## config.mk

```make
export PLATFORM = sky130hd
export DESIGN_NAME = lin_status_reg
export DESIGN_NICKNAME = d
export VERILOG_FILES = /design/src/rtl/lin_status_pkg.sv /design/src/rtl/lin_flag_cell.sv /design/src/rtl/lin_status_events.sv /design/src/rtl/lin_status_reg.sv
export SDC_FILE = /design/constraint.sdc
export NUM_CORES = 1
export LEC_CHECK = 0
export BUFFER_PORTS_ARGS = -buffer_cell sky130_fd_sc_hd__buf_2
export CELL_PAD_IN_SITES_DETAIL_PLACEMENT = 1
export CELL_PAD_IN_SITES_GLOBAL_PLACEMENT = 1
export CORE_MARGIN = 2
export CORE_UTILIZATION = 22
export DETAILED_ROUTE_END_ITERATION = 8
export PLACE_DENSITY_LB_ADDON = 0.1
export SLEW_MARGIN = 10
export SYNTH_ARGS = -nofsm -noshare
export SYNTH_HDL_FRONTEND = slang
export SYNTH_SLANG_ARGS = --single-unit
```

## constraint.sdc

```tcl
create_clock -name clk -period 0.8 [get_ports clk]
set_input_delay 0.04 -clock clk [delete_from_list [all_inputs] [get_ports clk]]
set_output_delay 0.04 -clock clk [all_outputs]
set_load 0.02 [all_outputs]
```

## src/rtl/lin_status_pkg.sv

```systemverilog
// Package: shared constants and bundles for the LIN UART status register.
// Assumes an 8-bit status byte; bit positions are fixed because the
// register file and software decode them.
package lin_status_pkg;

    localparam int FLAG_W   = 8;
    localparam int BIT_RDA  = 7;  // receive data available
    localparam int BIT_PLE  = 6;  // physical layer error
    localparam int BIT_OVR  = 5;  // overrun / autobaud overflow
    localparam int BIT_FRM  = 4;  // framing error
    localparam int BIT_BRK  = 3;  // break detected
    localparam int BIT_TDRE = 2;  // transmit data register empty
    localparam int BIT_TXE  = 1;  // transmitter empty
    localparam int BIT_ABD  = 0;  // autobaud complete

    localparam logic [FLAG_W-1:0] STATUS_RST = FLAG_W'(8'h06);

    // Event pulses from the datapath, one cycle each
    typedef struct packed {
        logic rx_byte;
        logic rx_overrun;
        logic rx_frame;
        logic bus_mismatch;
        logic brk;
        logic tx_load;
        logic tx_done;
        logic abd_done;
        logic abd_ovf;
    } lin_evt_t;

    // Register access strobes that carry clear side effects
    typedef struct packed {
        logic status_rd;
        logic rxdata_rd;
        logic txdata_wr;
    } lin_acc_t;

endpackage

```

## src/rtl/lin_flag_cell.sv

```systemverilog
// Module: one sticky status flag.
// Assumes set and clear are single-cycle strobes; set has priority so an
// event coinciding with its clearing access is never lost.
module lin_flag_cell #(
    parameter logic RST_VAL = 1'b0
) (
    input  logic clk,
    input  logic rst_n,
    input  logic set_i,
    input  logic clr_i,
    output logic flag_o
);

    // Sticky storage: reset, then set over clear over hold
    always_ff @(posedge clk) begin
        if (!rst_n)
            flag_o <= RST_VAL;
        else if (set_i)
            flag_o <= 1'b1;
        else if (clr_i)
            flag_o <= 1'b0;
    end

endmodule

```

## src/rtl/lin_status_events.sv

```systemverilog
// Module: maps event pulses and access strobes onto per-flag set and clear
// vectors. Purely combinational; assumes strobes are one cycle wide.
module lin_status_events
    import lin_status_pkg::*;
(
    input  lin_evt_t          evt_i,
    input  lin_acc_t          acc_i,
    input  logic              master_i,
    output logic [FLAG_W-1:0] set_o,
    output logic [FLAG_W-1:0] clr_o
);

    // Set sources: each flag's event, overflow feeding two flags
    always_comb begin
        set_o           = '0;
        set_o[BIT_RDA]  = evt_i.rx_byte;
        set_o[BIT_PLE]  = evt_i.bus_mismatch;
        set_o[BIT_OVR]  = evt_i.rx_overrun | evt_i.abd_ovf;
        set_o[BIT_FRM]  = evt_i.rx_frame;
        set_o[BIT_BRK]  = evt_i.brk;
        set_o[BIT_TDRE] = evt_i.tx_load;
        set_o[BIT_TXE]  = evt_i.tx_done;
        set_o[BIT_ABD]  = (evt_i.abd_done | evt_i.abd_ovf) & ~master_i;
    end

    // Clear sources: access side effects, shift load and master mode
    always_comb begin
        clr_o           = '0;
        clr_o[BIT_RDA]  = acc_i.rxdata_rd;
        clr_o[BIT_PLE]  = acc_i.rxdata_rd | acc_i.status_rd;
        clr_o[BIT_OVR]  = acc_i.rxdata_rd;
        clr_o[BIT_FRM]  = acc_i.rxdata_rd;
        clr_o[BIT_BRK]  = acc_i.rxdata_rd | acc_i.status_rd;
        clr_o[BIT_TDRE] = acc_i.txdata_wr;
        clr_o[BIT_TXE]  = evt_i.tx_load;
        clr_o[BIT_ABD]  = acc_i.status_rd | master_i;
    end

endmodule

```

## src/rtl/lin_status_reg.sv

```systemverilog
// Module: LIN UART status flag register (top).
// Holds eight sticky flags, masks the autobaud flag in master mode and
// raises the autobaud receive interrupt. Assumes all inputs are synchronous
// to clk and strobes last one cycle. The status register is read-only.
module lin_status_reg
    import lin_status_pkg::*;
(
    input  logic              clk,
    input  logic              rst_n,
    input  logic              master_mode,
    input  logic              abd_irq_en,
    input  logic              rx_byte_evt,
    input  logic              rx_overrun_evt,
    input  logic              rx_frame_evt,
    input  logic              bus_mismatch_evt,
    input  logic              break_evt,
    input  logic              tx_load_evt,
    input  logic              tx_done_evt,
    input  logic              abd_done_evt,
    input  logic              abd_ovf_evt,
    input  logic              status_rd,
    input  logic              rxdata_rd,
    input  logic              txdata_wr,
    input  logic              status_wr,
    output logic [FLAG_W-1:0] status,
    output logic              rx_irq
);

    lin_evt_t          evt;
    lin_acc_t          acc;
    logic [FLAG_W-1:0] set_vec;
    logic [FLAG_W-1:0] clr_vec;
    logic [FLAG_W-1:0] flag_q;
    logic              any_evt;
    logic              any_acc;

    // Bundle the event pulses
    always_comb begin
        evt.rx_byte      = rx_byte_evt;
        evt.rx_overrun   = rx_overrun_evt;
        evt.rx_frame     = rx_frame_evt;
        evt.bus_mismatch = bus_mismatch_evt;
        evt.brk          = break_evt;
        evt.tx_load      = tx_load_evt;
        evt.tx_done      = tx_done_evt;
        evt.abd_done     = abd_done_evt;
        evt.abd_ovf      = abd_ovf_evt;
    end

    // Bundle the access strobes that have side effects
    always_comb begin
        acc.status_rd = status_rd;
        acc.rxdata_rd = rxdata_rd;
        acc.txdata_wr = txdata_wr;
    end

    lin_status_events u_events (
        .evt_i    (evt),
        .acc_i    (acc),
        .master_i (master_mode),
        .set_o    (set_vec),
        .clr_o    (clr_vec)
    );

    // One sticky cell per flag, reset value taken from the package
    for (genvar g = 0; g < FLAG_W; g++) begin : g_flag
        lin_flag_cell #(
            .RST_VAL (STATUS_RST[g])
        ) u_cell (
            .clk    (clk),
            .rst_n  (rst_n),
            .set_i  (set_vec[g]),
            .clr_i  (clr_vec[g]),
            .flag_o (flag_q[g])
        );
    end

    // Output byte: autobaud bit forced low while bus master
    always_comb begin
        status          = flag_q;
        status[BIT_ABD] = flag_q[BIT_ABD] & ~master_mode;
    end

    // Autobaud receive interrupt level
    assign rx_irq = status[BIT_ABD] & abd_irq_en;

    // Quiet-bus qualifiers used by the assertions
    assign any_evt = |evt;
    assign any_acc = |acc;

    // ---------------- assertions ----------------
    AST_RESET_VALUE: assert property (@(posedge clk)
        !rst_n |=> status == STATUS_RST);

    AST_RDA_STICKY: assert property (@(posedge clk) disable iff (!rst_n)
        status[BIT_RDA] && !rxdata_rd |=> status[BIT_RDA]);

    AST_RXREAD_CLEARS: assert property (@(posedge clk) disable iff (!rst_n)
        rxdata_rd && !rx_byte_evt && !rx_frame_evt |=> !status[BIT_RDA] && !status[BIT_FRM]);

    AST_STATREAD_CLEARS: assert property (@(posedge clk) disable iff (!rst_n)
        status_rd && !break_evt && !bus_mismatch_evt |=> !status[BIT_BRK] && !status[BIT_PLE]);

    AST_STATREAD_KEEPS_RDA: assert property (@(posedge clk) disable iff (!rst_n)
        status_rd && !rxdata_rd && status[BIT_RDA] |=> status[BIT_RDA]);

    AST_ABD_OVF_BOTH: assert property (@(posedge clk) disable iff (!rst_n)
        abd_ovf_evt && !master_mode |=> status[BIT_OVR] && (status[BIT_ABD] || master_mode));

    AST_MASTER_ABD_ZERO: assert property (@(posedge clk) disable iff (!rst_n)
        master_mode |-> !status[BIT_ABD] && !rx_irq);

    AST_IRQ_NEEDS_EN: assert property (@(posedge clk) disable iff (!rst_n)
        rx_irq |-> abd_irq_en && !master_mode);

    AST_TDRE_WRITE: assert property (@(posedge clk) disable iff (!rst_n)
        txdata_wr && !tx_load_evt |=> !status[BIT_TDRE]);

    AST_TXE_LOAD: assert property (@(posedge clk) disable iff (!rst_n)
        tx_load_evt && !tx_done_evt |=> !status[BIT_TXE] && status[BIT_TDRE]);

    AST_SET_WINS: assert property (@(posedge clk) disable iff (!rst_n)
        rx_byte_evt && rxdata_rd |=> status[BIT_RDA]);

    AST_WRITE_NO_EFFECT: assert property (@(posedge clk) disable iff (!rst_n)
        status_wr && !any_evt && !any_acc |=> status[FLAG_W-1:1] == $past(status[FLAG_W-1:1]));

endmodule

```

==> summary.txt, run 1 <==
Detailed routing
  – WL final: 1.02 mm
  – Vias: 345
  – Final ANT Viol Nets: 0
  – Initial drt markers: 2
  – DRC violations left: 0
  – Routed WL per cell: 12.4 µm
  – Pre-antenna DRT Iters: 2
  – Via/cell ratio: 4.21

CTS
  – Clk buf depth: 2
  – TritonCTS clock tree: done
  – Clock tree root buffer cell: clkbuf_4
  – Clk_lat worst skew: 0.25 ns
  – TritonCTS Sinks: 8
  – # H-tree levels: 1
  – Clk slew on worst S/H paths: 0.06 ns
  – Total CTS buffers: 3

Global route
  – Initial antenna violation count: 0
  – GRT Residual Overflow: 0
  – First-pass GRT wire length: 1.50 mm
  – Vias in the first global route: 349
  – Pin count of the biggest net entering global routing: 11
  – Total GRT Usage: 12.0%

Power and ir drop
  – Peak supply drop: 0.000583 V
  – Total Power: 0.959 mW
  – Leak pwr: 0.288 nW
  – Power Density: 1570 nW/µm²

Floorplan
  – Die H: 44.3 µm
  – Core footprint: 1510 µm²
  – Chip width: 44.3 µm
  – Die area: 1960 µm²
  – IO Pins: 26
  – Starting Density: 23.7%
  – Number of cell rows: 14

Finish
  – Nets@finish: 85
  – Max reg flops: 8
  – Commonest non-fill, non-tap cell in the layout: buf_2
  – Most flops, register: g_flag.u_cell.flag_o
  – Most frequent cells in the layout: 15 x buf_2, 8 x dlygate4sd3_1, 6 x buf_4
  – Layout cells sized above 1: 56.1%
  – Top flop regs: g_flag.u_cell.flag_o: 8 flops
  – Layout area overhead: 71.2%
  – Antenna diode count: 0

Timing
  – Final Max Slew Viols: 0
  – Slew @ Worst Pin: 0.191 ns
  – Total negative slack: -0.421 ns
  – Slew headroom: 87.2%
  – Final period util: 125%
  – RSZ-0062 raised after global routing: yes
  – Max Clock Freq: 1000 MHz
  – Final setup fails: 3
  – Final Critical Period: 0.998 ns
  – Fin Clk Skew: 0 ns
  – Final WS setup: -0.198 ns
  – Fin. Hold Viols: 0

Critical path
  – CP required: 0.76 ns
  – Worst r2r path cells: 2
  – Slowest cell on crit path: dfxtp_2
  – Worst setup SP type: flip-flop
  – Crit path buffers/inverters: 1
  – Crit path kind: flip-flop to primary output
  – Cells along the critical path: nor2b_4 -> and2_4 -> buf_6
  – Arrival @ worst endpoint: 0.96 ns
  – FF-to-FF Start: g_flag[0].u_cell.flag_o$_SDFFE_PN0P_
  – Worst R2R Setup Slack: -0.05 ns
  – Crit. End Element: primary output
  – Top delay family on crit path: flip-flops
  – Reg-to-reg endpoint: g_flag[0].u_cell.flag_o$_SDFFE_PN0P_
  – Worst path max stage delay: 0.33 ns
  – CP Max Fanout: 2

Placement
  – Post-DP HPWL: 741 µm
  – Routability cong.: 0.650
  – PortBufs: 24

Yosys
  – Average size of a mapped cell: 9.64 µm²
  – Area leader, netlist: dfxtp_1
  – Warnings from Yosys: 0
  – Xor/xnor share of the synthesized area: 0%
  – Part of the Yosys area used for sequential elements: 44.9%
  – Number of synthesized register bits: 8
  – Mux share of post-synthesis cell area: 0%
  – Post-synth top area share: 44.9%
  – Combinational family with the most area after synthesis: simple AND/OR/NAND/NOR gates
  – Dominant cells by area after synthesis: dfxtp_1 45%, buf_4 15%, nor2b_1 8.8%
  – Synth Cell Area: 357 µm²
  – Post-synthesis cell count: 37
  – Simple-gate share of the synthesized area: 22.5%
  – Synth Area in Adders: 0%
  – Synthesized net count: 54
  – Compound-Gate Fraction of Synth Area: 13.7%
  – Unique masters post-synth: 13

Status
  – Failing checks: setup timing
  – Status: finished, violations left

Min path
  – HP Class: input pin to flip-flop
  – Hold_sp: rxdata_rd
  – Hold EP: g_flag[3].u_cell.flag_o$_SDFFE_PN0P_
  – Worst hold path cell count: 2

Run
  – Max cap viols: 0
## stage by stage
stage                     hold WS [ns]  instance area [µm²]  cells  utilization, %  worst slack [ns]
after floorplan                  0.113                  365     37               -            0.0171
after global placement           0.229                  442     69            29.3            0.0103
after detailed placement         0.236                  442     69            29.3           -0.0133
after CTS                       0.0273                  569     81            37.8            -0.211
after global routing            0.0211                  611     82            40.5            -0.266
final                           0.0295                  611     82            40.5            -0.198
## synth_stat cells
cell / instances
dfxtp_1: 8
buf_4: 7
nor2b_1: 5
nand2_1: 4
nand2b_1: 2
nand3b_1: 2
o21a_1: 2
o31ai_1: 2
and2_1: 1
buf_6: 1
inv_1: 1
o311a_1: 1
o31a_1: 1
## worst max-delay path by stage
stage	end	depth (start not counted)	start	slack, ns
finish	rx_irq	3	g_flag[0].u_cell.flag_o$_SDFFE_PN0P_	-0.20
global route	rx_irq	3	g_flag[0].u_cell.flag_o$_SDFFE_PN0P_	-0.27
CTS	rx_irq	3	g_flag[0].u_cell.flag_o$_SDFFE_PN0P_	-0.21
detailed placement	g_flag[0].u_cell.flag_o$_SDFFE_PN0P_	2	g_flag[0].u_cell.flag_o$_SDFFE_PN0P_	-0.01
global placement	g_flag[0].u_cell.flag_o$_SDFFE_PN0P_	2	g_flag[0].u_cell.flag_o$_SDFFE_PN0P_	0.01
floorplan	g_flag[0].u_cell.flag_o$_SDFFE_PN0P_	2	g_flag[0].u_cell.flag_o$_SDFFE_PN0P_	0.02
## layout make-up
| cell class | instances | area, µm² |
|---|---|---|
| clock buffers | 3 | 22.5 |
| fillers | 181 | 896 |
| inverters | 1 | 3.75 |
| multi-input cells | 20 | 141 |
| flip-flops and latches | 8 | 166 |
| well taps | 16 | 20.0 |
| repair buffers | 34 | 256 |
## worst reg2reg max path: stages, from the launching register on
cell	delay, ns
dfxtp_2	0.32
nor2b_2	0.15
o311a_1	0.27
## repair_timing
item | CTS | global route
gates resized for setup | 7 | 14
endpoints found under the setup margin | 4 | 10
endpoints found under the hold margin | 7 | 0
pin swaps | 1 | 1
hold buffers | 8 | 0
setup buffers | 1 | 1
## power by group
| group | leakage, nW | total, mW | switching, mW | internal, mW |
|---|---|---|---|---|
| Sequential | 0.0673 | 0.439 | 0.0131 | 0.426 |
| Clock | 0.0138 | 0.312 | 0.140 | 0.172 |
| Combinational | 0.207 | 0.208 | 0.0862 | 0.122 |
| Total | 0.288 | 0.959 | 0.239 | 0.720 |
## logic make-up after synthesis
group                  after synthesis
DFF                                  8
and+or+nand+nor                     14
AOI/OAI and AO/OA                    6
buffers and inverters                9
## routing by layer
metal	track usage, %	share of wire (%)	vias up
met1	7.73	30	155
met4	9.09	1.2	0
li1	-	-	174
met3	6.53	7.3	2
met5	0	0	-
met2	23.5	61	14
Note: power is estimated with default switching activity, not from simulation.
==> run 2, diff against run 1 <==
--- a/config.mk
+++ b/config.mk
@@ -11,7 +11,8 @@
 export CORE_MARGIN = 2
 export CORE_UTILIZATION = 22
 export DETAILED_ROUTE_END_ITERATION = 8
-export PLACE_DENSITY_LB_ADDON = 0.1
+export HOLD_SLACK_MARGIN = 0.15
+export PLACE_DENSITY = 0.74
 export SLEW_MARGIN = 10
 export SYNTH_ARGS = -nofsm -noshare
 export SYNTH_HDL_FRONTEND = slang
==> run 2 against run 1 <==
  * The run still ends with setup timing left
  * Via count did not move
  * Sequential power fell by 0.9%
  * Clock-buffer cell count did not move
  * Largest power group unchanged
  * Global-route usage fell by 2.2 points
  * Final cell count fell by 1.2%
  * Highest routed layer unchanged
  * Die area did not move
  * Total power fell by 3.8%
==> summary.txt, run 2 (same netlist as run 1, synthesis figures left out) <==
Global route
  – GRT Residual Overflow: 0 (unchanged)
  – Initial antenna violation count: 0 (unchanged)
  – Vias in the first global route: 317 (was 349)
  – Pin count of the biggest net entering global routing: 11 (unchanged)
  – First-pass GRT wire length: 1.32 mm (was 1.50 mm)
  – Total GRT Usage: 9.76% (was 12.0%)

Detailed routing
  – Vias: 345 (unchanged)
  – WL final: 862 µm (was 1.02 mm)
  – Final ANT Viol Nets: 0 (unchanged)
  – DRC violations left: 0 (unchanged)
  – Via/cell ratio: 4.26 (was 4.21)
  – Initial drt markers: 0 (was 2)
  – Routed WL per cell: 10.6 µm (was 12.4 µm)
  – Pre-antenna DRT Iters: 1 (was 2)

CTS
  – Total CTS buffers: 3 (unchanged)
  – Clk buf depth: 2 (unchanged)
  – Clk slew on worst S/H paths: 0.05 ns (was 0.06 ns)
  – TritonCTS Sinks: 8 (unchanged)
  – Clock tree root buffer cell: clkbuf_4 (unchanged)
  – Clk_lat worst skew: 0.24 ns (was 0.25 ns)
  – TritonCTS clock tree: done (unchanged)
  – # H-tree levels: 1 (unchanged)

Timing
  – Final period util: 121% (was 125%)
  – RSZ-0062 raised after global routing: yes (unchanged)
  – Max Clock Freq: 1030 MHz (was 1000 MHz)
  – Slew @ Worst Pin: 0.199 ns (was 0.191 ns)
  – Slew headroom: 86.6% (was 87.2%)
  – Fin Clk Skew: 0 ns (unchanged)
  – Final Critical Period: 0.970 ns (was 0.998 ns)
  – Final WS setup: -0.170 ns (was -0.198 ns)
  – Final Max Slew Viols: 0 (unchanged)
  – Final setup fails: 5 (was 3)
  – Fin. Hold Viols: 0 (unchanged)

Finish
  – Antenna diode count: 0 (unchanged)
  – Max reg flops: 8 (unchanged)
  – Most frequent cells in the layout: 17 x buf_2, 9 x dlygate4sd3_1, 7 x dfxtp_1 (was 15 x buf_2, 8 x dlygate4sd3_1, 6 x buf_4)
  – Top flop regs: g_flag.u_cell.flag_o: 8 flops (unchanged)
  – Non-Filler Instances: 81 (was 82)
  – Commonest non-fill, non-tap cell in the layout: buf_2 (unchanged)
  – Layout cells sized above 1: 47.7% (was 56.1%)
  – Nets@finish: 84 (was 85)
  – Post-layout instance area: 581 µm² (was 611 µm²)
  – Layout area overhead: 62.8% (was 71.2%)
  – Most flops, register: g_flag.u_cell.flag_o (unchanged)

Placement
  – Placed Instance Area: 442 µm² (unchanged)
  – PortBufs: 24 (unchanged)
  – Routability cong.: 0.546 (was 0.650)
  – Placed cell count: 69 (unchanged)

Critical path
  – Crit. End Element: primary output (unchanged)
  – Worst setup SP type: flip-flop (unchanged)
  – Arrival @ worst endpoint: 0.93 ns (was 0.96 ns)
  – Crit path kind: flip-flop to primary output (unchanged)
  – CP Max Fanout: 2 (unchanged)
  – CP required: 0.76 ns (about the same)

Status
  – Status: finished, violations left (unchanged)
  – Failing checks: setup timing (unchanged)

Floorplan
  – Die H: 44.3 µm (unchanged)
  – Starting Density: 23.7% (unchanged)
  – Chip width: 44.3 µm (unchanged)
  – Core footprint: 1510 µm² (unchanged)
  – Die area: 1960 µm² (unchanged)
  – Number of cell rows: 14 (unchanged)
  – IO Pins: 26 (unchanged)

Power and ir drop
  – Power Density: 1590 nW/µm² (was 1570 nW/µm²)
  – Peak supply drop: 0.000616 V (was 0.000583 V)
  – Leak pwr: 0.277 nW (was 0.288 nW)

Min path
  – HP Class: input pin to flip-flop (unchanged)

Run
  – Max cap viols: 0 (unchanged)
==> run 2: cell types whose count changed in the layout (fill, tap and decap cells not counted), sizes merged <==
cell         change
buf              -2
dlygate4sd3      +1
==> run 2: stage by stage <==
stage | utilization [%] | hold slack [ns] | TNS, ns | worst slack, ns | power (mW)
6_report | 38.5 | 0.0151 | -0.375 | -0.170 | 0.923
5_1_grt | 38.5 | 0.00813 | -0.539 | -0.238 | 0.993
4_1_cts | 36.7 | 0.00712 | -0.337 | -0.188 | 0.932
3_5_place_dp | 29.3 | 0.231 | -0.000385 | -0.000385 | 0.589
3_3_place_gp | 29.3 | 0.226 | 0 | 0.00957 | 0.585
2_1_floorplan | - | 0.113 | 0 | 0.0171 | 0.550
==> run 2: power breakdown <==
group	internal (mW)	switching, mW	leakage [nW]
Combinational	0.110	0.0837	0.196
Sequential	0.424	0.0103	0.0670
Clock	0.171	0.123	0.0138
Total	0.706	0.217	0.277
==> run 2: layout make-up <==
type / count / area [µm²]
flip-flops and latches: 8 / 161
clock buffers: 3 / 22.5
well taps: 16 / 20.0
multi-input cells: 20 / 141
fillers: 189 / 926
repair buffers: 33 / 231
inverters: 1 / 3.75
==> run 2: final timing paths <==
kind                                          endpoint  slack, ns  depth (start not counted)                            startpoint
setup / recovery                                rx_irq      -0.17                          3  g_flag[0].u_cell.flag_o$_SDFFE_PN0P_
hold / removal    g_flag[5].u_cell.flag_o$_SDFFE_PN0P_       0.02                          2                        rx_overrun_evt
setup reg to reg  g_flag[0].u_cell.flag_o$_SDFFE_PN0P_      -0.08                          2  g_flag[0].u_cell.flag_o$_SDFFE_PN0P_
hold reg to reg   g_flag[6].u_cell.flag_o$_SDFFE_PN0P_       0.45                          2  g_flag[6].u_cell.flag_o$_SDFFE_PN0P_
==> run 2: worst max-delay path, cell delays in order, from the launching register on <==
cell and delay [ns]:
dfxtp_2 0.32, nor2b_4 0.13, and2_4 0.14, buf_6 0.11
==> run 2: what timing repair did <==
action	in CTS	in global routing
hold endpoints to repair	8	8
hold buffers	8	1
gates resized for setup	4	7
pin swaps	1	2
setup endpoints to repair	3	10
setup buffers	0	0
==> run 2: per-layer routing <==
| metal | up-vias | GRT usage, % | share of wire, % |
|---|---|---|---|
| met5 | - | 0 | 0 |
| met4 | 0 | 5.45 | 1.7 |
| met3 | 2 | 5.31 | 6.1 |
| met2 | 14 | 17.4 | 58 |
| met1 | 156 | 8.66 | 34 |
| li1 | 173 | - | - |
